File: src/rtl/lsu_pkg.sv
package lsu_pkg;
    localparam int DATA_W = 32;
    localparam int LANES  = DATA_W / 8;
    localparam int OFF_W  = $clog2(LANES);

    typedef enum logic [1:0] {
        SZ_BYTE = 2'b00,
        SZ_HALF = 2'b01,
        SZ_WORD = 2'b10,
        SZ_WALT = 2'b11
    } acc_size_e;

    typedef enum logic [1:0] {
        ST_IDLE = 2'd0,
        ST_WAIT = 2'd1,
        ST_RESP = 2'd2,
        ST_TRAP = 2'd3
    } lsu_state_e;
endpackage

File: src/rtl/lsu_addr_gen.sv
module lsu_addr_gen
    import lsu_pkg::*;
#(
    parameter int ADDR_W = 32,
    parameter int DISP_W = 16
) (
    input  logic [ADDR_W-1:0] base,
    input  logic [DISP_W-1:0] disp,
    input  logic [1:0]        size,
    output logic [ADDR_W-1:0] eff_addr,
    output logic              misaligned,
    output logic [LANES-1:0]  lane_en
);
    localparam int EXT_W = ADDR_W - DISP_W;

    logic [ADDR_W-1:0] disp_ext;
    logic [OFF_W-1:0]  off;

    always_comb begin
        disp_ext = {{EXT_W{disp[DISP_W-1]}}, disp};
        eff_addr = base + disp_ext;
        off      = eff_addr[OFF_W-1:0];
        case (acc_size_e'(size))
            SZ_BYTE: begin
                misaligned = 1'b0;
                lane_en    = LANES'(1) << off;
            end
            SZ_HALF: begin
                misaligned = off[0];
                lane_en    = LANES'(3) << {off[1], 1'b0};
            end
            default: begin
                misaligned = |off;
                lane_en    = {LANES{1'b1}};
            end
        endcase
    end
endmodule

File: src/rtl/lsu_store_lanes.sv
module lsu_store_lanes
    import lsu_pkg::*;
(
    input  logic [1:0]        size,
    input  logic [DATA_W-1:0] value,
    output logic [DATA_W-1:0] lanes
);
    localparam int HALF_W = DATA_W / 2;

    always_comb begin
        case (acc_size_e'(size))
            SZ_BYTE: lanes = {LANES{value[7:0]}};
            SZ_HALF: lanes = {2{value[HALF_W-1:0]}};
            default: lanes = value;
        endcase
    end
endmodule

File: src/rtl/lsu_load_lanes.sv
module lsu_load_lanes
    import lsu_pkg::*;
(
    input  logic [1:0]        size,
    input  logic              sign_ext,
    input  logic [OFF_W-1:0]  off,
    input  logic [DATA_W-1:0] word_in,
    output logic [DATA_W-1:0] value
);
    localparam int HALF_W = DATA_W / 2;

    logic [7:0]        byte_pick;
    logic [HALF_W-1:0] half_pick;

    always_comb begin
        byte_pick = word_in[{off, 3'b000} +: 8];
        half_pick = word_in[{off[1], 4'b0000} +: HALF_W];
        case (acc_size_e'(size))
            SZ_BYTE: value = {{(DATA_W-8){sign_ext & byte_pick[7]}}, byte_pick};
            SZ_HALF: value = {{(DATA_W-HALF_W){sign_ext & half_pick[HALF_W-1]}}, half_pick};
            default: value = word_in;
        endcase
    end
endmodule

File: src/rtl/lsu_unit.sv
module lsu_unit
    import lsu_pkg::*;
#(
    parameter int ADDR_W = 32,
    parameter int DISP_W = 16
) (
    input  logic              clk,
    input  logic              rst_n,
    input  logic              cmd_valid,
    input  logic              cmd_write,
    input  logic [1:0]        cmd_size,
    input  logic              cmd_signed,
    input  logic [ADDR_W-1:0] cmd_base,
    input  logic [DISP_W-1:0] cmd_disp,
    input  logic [31:0]       cmd_wdata,
    output logic              busy,
    output logic              done,
    output logic [31:0]       rdata,
    output logic              misalign_err,
    output logic [ADDR_W-1:0] fault_addr,
    output logic              mem_valid,
    output logic              mem_write,
    output logic [ADDR_W-1:0] mem_addr,
    output logic [3:0]        mem_be,
    output logic [31:0]       mem_wdata,
    input  logic              mem_ready,
    input  logic [31:0]       mem_rdata
);
    lsu_state_e state_q, state_d;

    logic [ADDR_W-1:0] ea;
    logic              bad_align;
    logic [LANES-1:0]  be_c;
    logic [DATA_W-1:0] lanes_c;
    logic [DATA_W-1:0] load_c;

    logic [ADDR_W-1:0] addr_q;
    logic [LANES-1:0]  be_q;
    logic [DATA_W-1:0] wdata_q;
    logic              write_q;
    logic [1:0]        size_q;
    logic              signed_q;
    logic [DATA_W-1:0] rdata_q;
    logic [ADDR_W-1:0] fault_q;

    logic accept;

    lsu_addr_gen #(.ADDR_W(ADDR_W), .DISP_W(DISP_W)) u_agen (
        .base       (cmd_base),
        .disp       (cmd_disp),
        .size       (cmd_size),
        .eff_addr   (ea),
        .misaligned (bad_align),
        .lane_en    (be_c)
    );

    lsu_store_lanes u_st (
        .size  (cmd_size),
        .value (cmd_wdata),
        .lanes (lanes_c)
    );

    lsu_load_lanes u_ld (
        .size     (size_q),
        .sign_ext (signed_q),
        .off      (addr_q[OFF_W-1:0]),
        .word_in  (mem_rdata),
        .value    (load_c)
    );

    assign accept = (state_q == ST_IDLE) && cmd_valid;

    // next-state logic
    always_comb begin
        state_d = state_q;
        unique case (state_q)
            ST_IDLE: if (cmd_valid) state_d = bad_align ? ST_TRAP : ST_WAIT;
            ST_WAIT: if (mem_ready) state_d = ST_RESP;
            ST_RESP: state_d = ST_IDLE;
            ST_TRAP: state_d = ST_IDLE;
        endcase
    end

    // state register
    always_ff @(posedge clk) begin
        if (!rst_n) state_q <= ST_IDLE;
        else        state_q <= state_d;
    end

    // request capture
    always_ff @(posedge clk) begin
        if (!rst_n) begin
            addr_q   <= '0;
            be_q     <= '0;
            wdata_q  <= '0;
            write_q  <= 1'b0;
            size_q   <= '0;
            signed_q <= 1'b0;
        end else if (accept) begin
            addr_q   <= ea;
            be_q     <= be_c;
            wdata_q  <= lanes_c;
            write_q  <= cmd_write;
            size_q   <= cmd_size;
            signed_q <= cmd_signed;
        end
    end

    // load result and fault address
    always_ff @(posedge clk) begin
        if (!rst_n) begin
            rdata_q <= '0;
            fault_q <= '0;
        end else begin
            if (state_q == ST_WAIT && mem_ready && !write_q) rdata_q <= load_c;
            if (accept && bad_align) fault_q <= ea;
        end
    end

    // outputs decoded from state
    always_comb begin
        mem_valid    = 1'b0;
        done         = 1'b0;
        misalign_err = 1'b0;
        busy         = 1'b1;
        unique case (state_q)
            ST_IDLE: busy         = 1'b0;
            ST_WAIT: mem_valid    = 1'b1;
            ST_RESP: done         = 1'b1;
            ST_TRAP: misalign_err = 1'b1;
        endcase
    end

    assign mem_write  = write_q;
    assign mem_addr   = addr_q;
    assign mem_be     = be_q;
    assign mem_wdata  = wdata_q;
    assign rdata      = rdata_q;
    assign fault_addr = fault_q;
endmodule

File: config.mk
export PLATFORM = sky130hd
export DESIGN_NAME = lsu_unit
export DESIGN_NICKNAME = d
export VERILOG_FILES = /design/src/rtl/lsu_pkg.sv /design/src/rtl/lsu_addr_gen.sv /design/src/rtl/lsu_store_lanes.sv /design/src/rtl/lsu_load_lanes.sv /design/src/rtl/lsu_unit.sv
export SDC_FILE = /design/constraint.sdc
export NUM_CORES = 1
export LEC_CHECK = 0
export ABC_AREA = 1
export BUFFER_PORTS_ARGS = -buffer_cell sky130_fd_sc_hd__buf_2
export CAP_MARGIN = 20
export CORE_MARGIN = 4
export CORE_UTILIZATION = 40
export CTS_CLUSTER_DIAMETER = 80
export DETAILED_ROUTE_END_ITERATION = 16
export PLACE_DENSITY = 0.75
export SETUP_SLACK_MARGIN = 0.4
export SYNTH_ARGS = -nofsm -noshare
export SYNTH_HDL_FRONTEND = slang
export SYNTH_SLANG_ARGS = --single-unit
File: constraint.sdc
create_clock -name clk -period 4.35 [get_ports clk]
set_input_delay 0.87 -clock clk [delete_from_list [all_inputs] [get_ports clk]]
set_output_delay 0.87 -clock clk [all_outputs]
set_load 0.1 [all_outputs]
==> results of run 1 <==
-- placed cells by master (no fill, tap or decap), drive strengths merged, types with 4 or more instances in the layout --
cell and n:
nor2 163, a21oi 100, inv 224, clkbuf 19
dfxtp 138, clkinv 4, ha 31, clkinvlp 4
a211oi 4, nand2 410, o21bai 4, o211ai 19
xor2 9, nor3 5, nand4 11, xnor2 6
buf 265, nand3 72, o21ai 62, o22ai 10
-- how the worst min path moves through the flow --
| stage | startpoint | to | slack (ns) | depth (start not counted) |
|---|---|---|---|---|
| after floorplan | signed_q | signed_q | 0.51 | 2 |
| after global placement | mem_wdata[6] | mem_wdata[6] | 0.45 | 2 |
| after detailed placement | mem_wdata[2] | mem_wdata[2] | 0.45 | 2 |
| after CTS | mem_wdata[2] | mem_wdata[2] | 0.46 | 2 |
| after global routing | fault_addr[14] | fault_addr[14] | 0.48 | 2 |
| final | mem_wdata[2] | mem_wdata[2] | 0.46 | 2 |
-- routing by layer --
| metal | part of all wire | track usage | up-vias |
|---|---|---|---|
| met5 | 0 | 0 | - |
| li1 | - | - | 4619 |
| met1 | 0.43 | 0.2976 | 3999 |
| met2 | 0.46 | 0.3789 | 362 |
| met4 | 0.027 | 0.07320 | 0 |
| met3 | 0.081 | 0.05830 | 48 |
-- per-stage QoR --
step / instance area (um2) / power [mW] / hold WS, ns / util / setup WS (ns)
3_5_place_dp: 9761 / 3.420 / 0.4539 / 0.4808 / 1.126
4_1_cts: 10340 / 4.861 / 0.4636 / 0.5092 / 1.528
6_report: 10340 / 4.842 / 0.4617 / 0.5095 / 1.520
3_3_place_gp: 9761 / 3.405 / 0.4497 / 0.4808 / 1.187
2_1_floorplan: 8289 / 3.017 / 0.5141 / - / 1.781
5_1_grt: 10340 / 5.071 / 0.4794 / 0.5095 / 1.352
-- kinds of logic after synthesis --
| logic type | Yosys count | share of synthesized area |
|---|---|---|
| adder cells (fa/ha/maj) | 32 | 0.04921 |
| XOR/XNOR | 15 | 0.01585 |
| AND/OR/NAND/NOR | 663 | 0.3214 |
| buffers and inverters | 270 | 0.1280 |
| AO/OA/AOI/OAI | 209 | 0.1523 |
| flip-flops | 138 | 0.3333 |
-- sequential cells by signal (all words and copies together), names as in the netlist --
signal,flops
fault_addr,32
state_q,2
size_q,2
mem_write,1
mem_be,4
mem_wdata,32
mem_addr,32
rdata,32
signed_q,1
-- synth_stat cells, drive strengths merged, types with 4 or more instances --
| cell | instances |
|---|---|
| buf | 19 |
| a211oi | 4 |
| clkbuf | 30 |
| xnor2 | 6 |
| dfxtp | 138 |
| o22ai | 10 |
| inv | 220 |
| o21ai | 62 |
| ha | 31 |
| xor2 | 9 |
| nor2 | 163 |
| nand2 | 410 |
| a21oi | 100 |
| nand3 | 72 |
| o21bai | 4 |
| nand4 | 11 |
| nor3 | 5 |
| o211ai | 19 |
-- worst min-delay path, cell delays in order (launching register included) --
cell and delay (ns):
dfxtp_1 0.30, nand2_1 0.06, a21oi_1 0.05
-- cell type report --
type	instances	area, um2	share of cell area
Sequential cell	138	2763	0.2671
Timing Repair Buffer	265	1349	0.1304
Tap cell	270	337.8	0.03266
Clock buffer	19	432.9	0.04186
Multi-Input combinational cell	919	4482	0.4333
Inverter	221	829.5	0.08021
Clock inverter	13	143.9	0.01391
Antenna cell	2	5.005	0.0004839
-- where the power goes --
part | total [mW] | switching [mW] | internal, mW | leakage (nW)
Combinational | 1.92 | 1.55 | 0.375 | 4.48
Clock | 1.44 | 0.591 | 0.850 | 0.271
Sequential | 1.48 | 0.0832 | 1.39 | 1.13
==> flow_summary.ini, run 1 <==
[worst_setup_path]
path_cells = buf_2 > ha_1 > inv_1 > fa_1 > o21ai_0 > nand2_1 > nor2_4 > buf_4 > nor2_1 > nor2_1 > nand2_1 > inv_1
cp-end-kind = register
ff2ff_path_depth = 8
crit_end = fault_addr[30]
critPathBufInv = 4
arrival_ns = 3.19
crit_cells = 12
required_ns = 4.71
cp_top_family = simple AND/OR/NAND/NOR gates
critPathMaxStageDelay_ns = 0.50
r2r_end = rdata[19]
slowest_stage = fa_1
r2r_slack_ns = 2.04
critical_path_class = input port to register
start_kind = input port
worst-path-max-fanout = 24
rr_startpoint = mem_addr[1]
cp-startpoint = cmd_base[0]

[cts]
insertion_delay_ns = 0.42
holdBufCountCts = 0
cts.htree.levels = 4
cts-root-buf = clkbuf_16
cts_setup_buffers = 0
clkSinkCount = 138
cts_inserted_buffers = 17
cts_tree = yes
clockBufferDepth = 2
cts_resized = 0
cts.clk_slew.worst_paths_ns = 0.06

[grt]
grt_max_degree = 59
grt_usage = 0.2304
grt_pass1_vias = 8634
grt_antenna_before_repair = 2
grt_overflow = 0
grt_pass1_wl_um = 43870

[floorplan]
row_count = 52
io_pins = 257
core_um2 = 20300
die_x_um = 152.0
dieHeight_um = 152.0
start_util = 0.4083
fp.dieArea_um2 = 23090

[logic_synthesis]
yosysTopAreaCellShare = 0.3333
synth_edf_count = 0
synthDistinctLibCells = 39
yosys_warnings = 0
synth_ff_type = dfxtp_1
ys_ff_latch = 138
synth_cells = 1327
netlist_area_um2 = 8289
synth_seq_area_share = 0.3333
async_flop_share = 0
yosysTopAreaCell = dfxtp_1
syn_nets = 1479
synth_area_leaders = dfxtp_1, nand2_1, inv_1
synth.avg_cell_area_um2 = 6.247

[cells_and_area]
drive_above_1_share = 0.2032
stdcell_count = 1847
final.fill_count = 2154
final_nets = 1714
areaGrowthSynthToFinish_pct = 24.77

[sta]
max_freq_mhz = 353.3
slew_viol_final = 0
rsz0062_at_grt = false
tightestPinTransition_ns = 1.028
skew_ns = 0.008161
setup-tns-final_ns = 0
hold_violations = 0
period_share = 0.6507
fin_crit_ns = 2.830
setup_viol_count_final = 0
maxSlewHeadroom = 0.3146

[routing]
viasPerCell = 4.888
via_count = 9028
detail_route.wl_per_cell_um = 14.93
ant_nets = 0
drt_wl_total_um = 27580
first_iter_violations = 500
dr.pass1.iters = 5
drc = 0

[power]
power.leakage_nw = 5.889
ir_drop_mv = 0.4006
power_density_nw_per_um2 = 468.2

[placement]
globalplace.congestion = 0.9095
port_buffers = 256
dp.cells = 1813
dpl.hpwl_um = 21510

[worst_hold_path]
hold_class = register to register

[flow_run]
maxCapViolCount = 0

[outcome]
outcome = finished clean
Note: power is estimated with default switching activity, not from simulation.
==> inputs of run 2 (changes only) <==
==> constraint.sdc (replaced) <==
create_clock -name clk -period 2.8 [get_ports clk]
set_input_delay 0.56 -clock clk [delete_from_list [all_inputs] [get_ports clk]]
set_output_delay 0.56 -clock clk [all_outputs]
set_load 0.1 [all_outputs]
==> run 2 against run 1 <==
Compared with the run above: cell area is 0.75% higher; sequential power increased by 55%; via count up 1.3%; die area unchanged; global-route usage increased by 0.26 points; clock-buffer cell count is 1 higher; register-to-register slack worse by 1.2 ns; clock power grew 60%; clock skew grew 0.0012 ns; first-iteration DRC count is 1.8% higher; critical endpoint is now fault_addr[11]; highest routed layer unchanged.
==> flow_summary.ini, run 2 (synthesized netlist as in run 1, its figures left out) <==
[outcome]
outcome = finished clean

[sta]
hold_violations = 0
max_freq_mhz = 467.1
setup-tns-final_ns = 0
skew_ns = 0.009324
slew_viol_final = 0
maxSlewHeadroom = 0.5332
rsz0062_at_grt = false
period_share = 0.7646
setup_ws_ns = 0.6590
setup_viol_count_final = 0
fin_crit_ns = 2.141
holdWs_ns = 0.3864
tightestPinTransition_ns = 0.6977

[cts]
cts_inserted_buffers = 17
cts-root-buf = clkbuf_16
cts_resized = 0
insertion_delay_ns = 0.43
cts.htree.levels = 4
cts.clk_slew.worst_paths_ns = 0.06
clockBufferDepth = 2
clkSinkCount = 138
cts_setup_buffers = 0
holdBufCountCts = 0
cts_tree = yes

[routing]
drt_wl_total_um = 27860
dr.pass1.iters = 5
first_iter_violations = 509
drc = 0
viasPerCell = 4.944
ant_nets = 0
detail_route.wl_per_cell_um = 15.06
via_count = 9141

[floorplan]
io_pins = 257
dieHeight_um = 152.0
fp.dieArea_um2 = 23090
start_util = 0.4083
row_count = 52
core_um2 = 20300
die_x_um = 152.0

[placement]
dpl_cell_area_um2 = 9816
dp.cells = 1817
port_buffers = 256
dpl.hpwl_um = 21620
globalplace.congestion = 0.9369
pre_cts_ws_ns = 0.2506

[cells_and_area]
stdcell_count = 1849
antenna_cells = 0
mostFrequentLayoutCell = nand2_1
final.fill_count = 2093
areaGrowthSynthToFinish_pct = 25.71
final_cell_mix = nand2_1, buf_2, inv_1
fin_area_um2 = 10420
utilization = 0.5133
final_nets = 1718
drive_above_1_share = 0.2065

[worst_hold_path]
min_path_cells = 3
hold_class = input port to register

[worst_setup_path]
required_ns = 3.17
critical_path_class = input port to register
arrival_ns = 2.51
worst-path-max-fanout = 53
ff2ff_path_depth = 9
start_kind = input port
cp-end-kind = register

[power]
power.leakage_nw = 5.941
total_power_mw = 7.621
ir_drop_mv = 0.6165
power_density_nw_per_um2 = 731.4

[grt]
grt_max_degree = 54
grt_overflow = 0
grt_pass1_vias = 8580
grt_antenna_before_repair = 0
grt_pass1_wl_um = 44320
grt_usage = 0.2330

[flow_run]
maxCapViolCount = 0
-- run 2: cell count changes in the layout (fill, tap and decap cells not counted) --
cell        before  now
clkbuf_1         2    0
inv_6            4    3
diode_2          2    0
clkinv_4         1    3
buf_4            9   11
clkbuf_8         0    3
clkinvlp_4       4    2
buf_12           0    2
-- run 2: worst paths after layout --
kind	start	endpoint	slack (ns)
hold / removal	cmd_write	mem_write	0.39
setup / recovery	cmd_base[0]	fault_addr[11]	0.66
setup reg to reg	mem_addr[1]	rdata[19]	0.85
hold reg to reg	mem_wdata[2]	mem_wdata[2]	0.46
-- run 2: power by group --
group	internal (mW)	switching (mW)	leakage, nW	total (mW)
sequential	2.17	0.124	1.13	2.29
clock	1.39	0.922	0.293	2.31
combinational	0.597	2.42	4.51	3.02
-- run 2: layout make-up --
cell class | instances | area [um2] | share of cell area
clock buffers | 20 | 466.7 | 0.04479
repair buffers | 269 | 1404 | 0.1347
inverters | 221 | 829.5 | 0.07961
flip-flops and latches | 138 | 2763 | 0.2651
multi-input cells | 919 | 4482 | 0.4301
clock inverters | 12 | 137.6 | 0.01321
well taps | 270 | 337.8 | 0.03242
-- run 2: worst max-delay path, cell delays in order --
cell	delay, ns
buf_2	0.10
ha_1	0.23
inv_1	0.08
fa_1	0.48
o21ai_0	0.19
nand2_1	0.12
nor2_4	0.15
buf_12	0.25
o21ai_0	0.11
a21o_1	0.16
inv_1	0.04
-- run 2: layer usage --
metal / vias up / part of all wire / global-route usage
met5: - / 0 / 0
met4: 0 / 0.023 / 0.07192
met3: 43 / 0.077 / 0.05887
met2: 382 / 0.46 / 0.3838
met1: 4091 / 0.43 / 0.3014
li1: 4625 / - / -
==> inputs of run 3 (changes only) <==
--- a/config.mk
+++ b/config.mk
@@ -5,14 +5,14 @@
 export SDC_FILE = /design/constraint.sdc
 export NUM_CORES = 1
 export LEC_CHECK = 0
-export ABC_AREA = 1
+export ABC_AREA = 0
 export BUFFER_PORTS_ARGS = -buffer_cell sky130_fd_sc_hd__buf_2
 export CAP_MARGIN = 20
 export CORE_MARGIN = 4
 export CORE_UTILIZATION = 40
 export CTS_CLUSTER_DIAMETER = 80
 export DETAILED_ROUTE_END_ITERATION = 16
-export PLACE_DENSITY = 0.75
+export PLACE_DENSITY = 0.79
 export SETUP_SLACK_MARGIN = 0.4
 export SYNTH_ARGS = -nofsm -noshare
 export SYNTH_HDL_FRONTEND = slang
==> constraint.sdc (replaced) <==
create_clock -name clk -period 1.8 [get_ports clk]
set_input_delay 0.36 -clock clk [delete_from_list [all_inputs] [get_ports clk]]
set_output_delay 0.36 -clock clk [all_outputs]
set_load 0.1 [all_outputs]
==> run 3 against run 2 <==
Compared with the run above: the flow now finishes with violations (negative setup slack); cell area up 43%; synthesized cell count down 27%; final cell count down 12%; clock power up 51%; area after synthesis down 9.1%; core utilization up 30 points; first-iteration DRC count up 76%; critical path depth up 1; worst hold slack worse by 0.22 ns; flip-flop and latch count unchanged; critical endpoint is now fault_addr[22]; largest cell class unchanged; largest power group unchanged.
==> flow_summary.ini, run 3 <==
[grt]
grt_overflow = 0
grt_max_degree = 45
grt_pass1_vias = 9747
grt_pass1_wl_um = 52210
grt_usage = 0.3017
grt_antenna_before_repair = 2

[floorplan]
row_count = 49
die_x_um = 145.2
start_util = 0.4136
fp.dieArea_um2 = 21090
dieHeight_um = 145.2
io_pins = 257
core_um2 = 18210

[logic_synthesis]
synth_cells = 969
synth_area_leaders = dfxtp_1, nand2_1, a21oi_1
async_flop_share = 0
synth_edf_count = 0
synth.most_common_cell = nand2_1
synthDistinctLibCells = 63
syn_nets = 1121
yosys-top-cells-count = nand2_1, dfxtp_1, a21oi_1, o21ai_0, nor2_1
yosys_warnings = 0
synth.avg_cell_area_um2 = 7.772
ys_ff_latch = 138
yosysTopAreaCell = dfxtp_1
synth_ff_type = dfxtp_1
yosysTopAreaCellShare = 0.3668
synth_seq_area_share = 0.3668
netlist_area_um2 = 7531

[power]
p_sw_frac = 0.4240
pwr-share-seq = 0.266
power.share.clock = 0.251
p_comb_frac = 0.483
ir_drop_mv = 0.8293
power_density_nw_per_um2 = 931.8
total_power_mw = 13.85
power.switching_mw = 5.873
p_int_mw = 7.978
power.leakage_nw = 6.013

[sta]
slew_viol_final = 0
hold_violations = 0
tightestPinTransition_ns = 0.5318
max_freq_mhz = 446.6
setup-tns-final_ns = -12.18
skew_ns = 0.01216
period_share = 1.244
maxSlewHeadroom = 0.6417
fin_crit_ns = 2.239
holdWs_ns = 0.1684
setup_ws_ns = -0.4393
setup_viol_count_final = 53
rsz0062_at_grt = true

[cts]
cts.htree.levels = 4
cts_inserted_buffers = 17
insertion_delay_ns = 0.42
clockBufferDepth = 2
holdBufCountCts = 0
cts_tree = yes
cts-root-buf = clkbuf_16
clkSinkCount = 138
cts.clk_slew.worst_paths_ns = 0.06

[placement]
port_buffers = 256
globalplace.congestion = 0.9498
dpl.hpwl_um = 21010
pre_cts_ws_ns = -0.8537
dp.cells = 1519

[worst_setup_path]
arrival_ns = 2.55
ff2ff_path_depth = 8
r2r_end = rdata[11]
required_ns = 2.11
cp-end-kind = register
worst-path-max-fanout = 4
critical_path_class = input port to register
r2r_slack_ns = -0.10
start_kind = input port
rr_startpoint = mem_addr[1]

[routing]
dr.pass1.iters = 7
ant_nets = 0
via_count = 10140
first_iter_violations = 895
detail_route.wl_per_cell_um = 24.46
drt_wl_total_um = 39600
drc = 0
viasPerCell = 6.260

[cells_and_area]
drive_above_1_share = 0.5922
final.fill_count = 921
stdcell_count = 1619
areaGrowthSynthToFinish_pct = 97.39
mostFrequentLayoutCell = nand2_1
final_nets = 1528
final_cell_mix = nand2_1, buf_4, buf_2

[worst_hold_path]
min_to = mem_write
hold_class = input port to register
min_from = cmd_write
min_path_cells = 3

[outcome]
violations = negative setup slack
outcome = finished, violations left

[flow_run]
maxCapViolCount = 0
[run 3: changes by cell type in the layout (fill, tap and decap cells not counted), moves of 67 or more]
cell     delta
nand2_1   -250
inv_1     -212
buf_2     -148
buf_4     +122
nor2_1    -122
buf_6     +104
buf_12     +72
a21oi_2    +67
[run 3: metrics by stage]
stage	utilization	cell area [um2]
finish	0.8164	14870
global route	0.8164	14870
global placement	0.5691	10360
CTS	0.7357	13400
floorplan	-	8153
detailed placement	0.5691	10360
[run 3: worst max path at each step]
stage,cells after the start,to,slack [ns],startpoint
after floorplan,10,mem_addr[31],-0.46,cmd_base[12]
after detailed placement,12,mem_addr[22],-0.85,cmd_base[0]
after global routing,13,fault_addr[16],-0.53,cmd_base[0]
final,12,fault_addr[22],-0.44,cmd_base[0]
after CTS,13,mem_addr[26],-0.33,cmd_disp[0]
after global placement,12,mem_addr[22],-0.74,cmd_base[0]
[run 3: repair_timing]
action	CTS	global route
setup buffers	29	26
gates resized for setup	547	278
endpoints found under the setup margin	274	199
pin swaps	99	86
cloned	10	2
[run 3: cell type report]
type                            instances  area [um2]  area share
Clock buffer                           19       452.9     0.03047
Sequential cell                       138        2834      0.1906
Antenna cell                            2       5.005   0.0003367
Inverter                                9       38.79    0.002609
Multi-Input combinational cell        752        6190      0.4164
Timing Repair Buffer                  458        4935      0.3320
Tap cell                              229       286.5     0.01927
Clock inverter                         12       123.9    0.008333
[run 3: kinds of logic (layout without fill, tap and decap cells)]
kind of cell / Yosys count / in the layout / synth area share
buf+inv: 79 / 498 / 0.05150
xor+xnor: 18 / 18 / 0.02093
simple gates: 361 / 361 / 0.2108
compound gates: 319 / 319 / 0.2665
mux: 22 / 22 / 0.02924
flops: 138 / 138 / 0.3668
fa+ha+maj: 32 / 32 / 0.05416
other cells: 0 / 2 / 0
[run 3: worst max-delay path, stage by stage]
cell and delay (ns):
buf_6 0.08, ha_4 0.13, inv_2 0.04, fa_2 0.39
nor2b_2 0.14, o31a_1 0.24, o221ai_4 0.14, a21oi_2 0.23
o22ai_2 0.14, and2_4 0.19, o21a_1 0.21, o311ai_1 0.28
[run 3: power by group through the flow]
stage                     clock network, mW  logic, mW  registers, mW
after floorplan                           0       1.56           5.43
after global placement                    0       4.57           3.56
after detailed placement                  0       4.63           3.57
after CTS                              3.48       5.76           3.60
after global routing                   3.62       6.89           3.70
final                                  3.48       6.69           3.68
[run 3: per-layer routing]
metal	track usage	vias to the layer above	wire, um
met1	0.3506	4834	13380
met3	0.06860	234	3703
met4	0.1382	0	2714
li1	-	4306	-
met5	0	-	0
met2	0.5291	761	19800
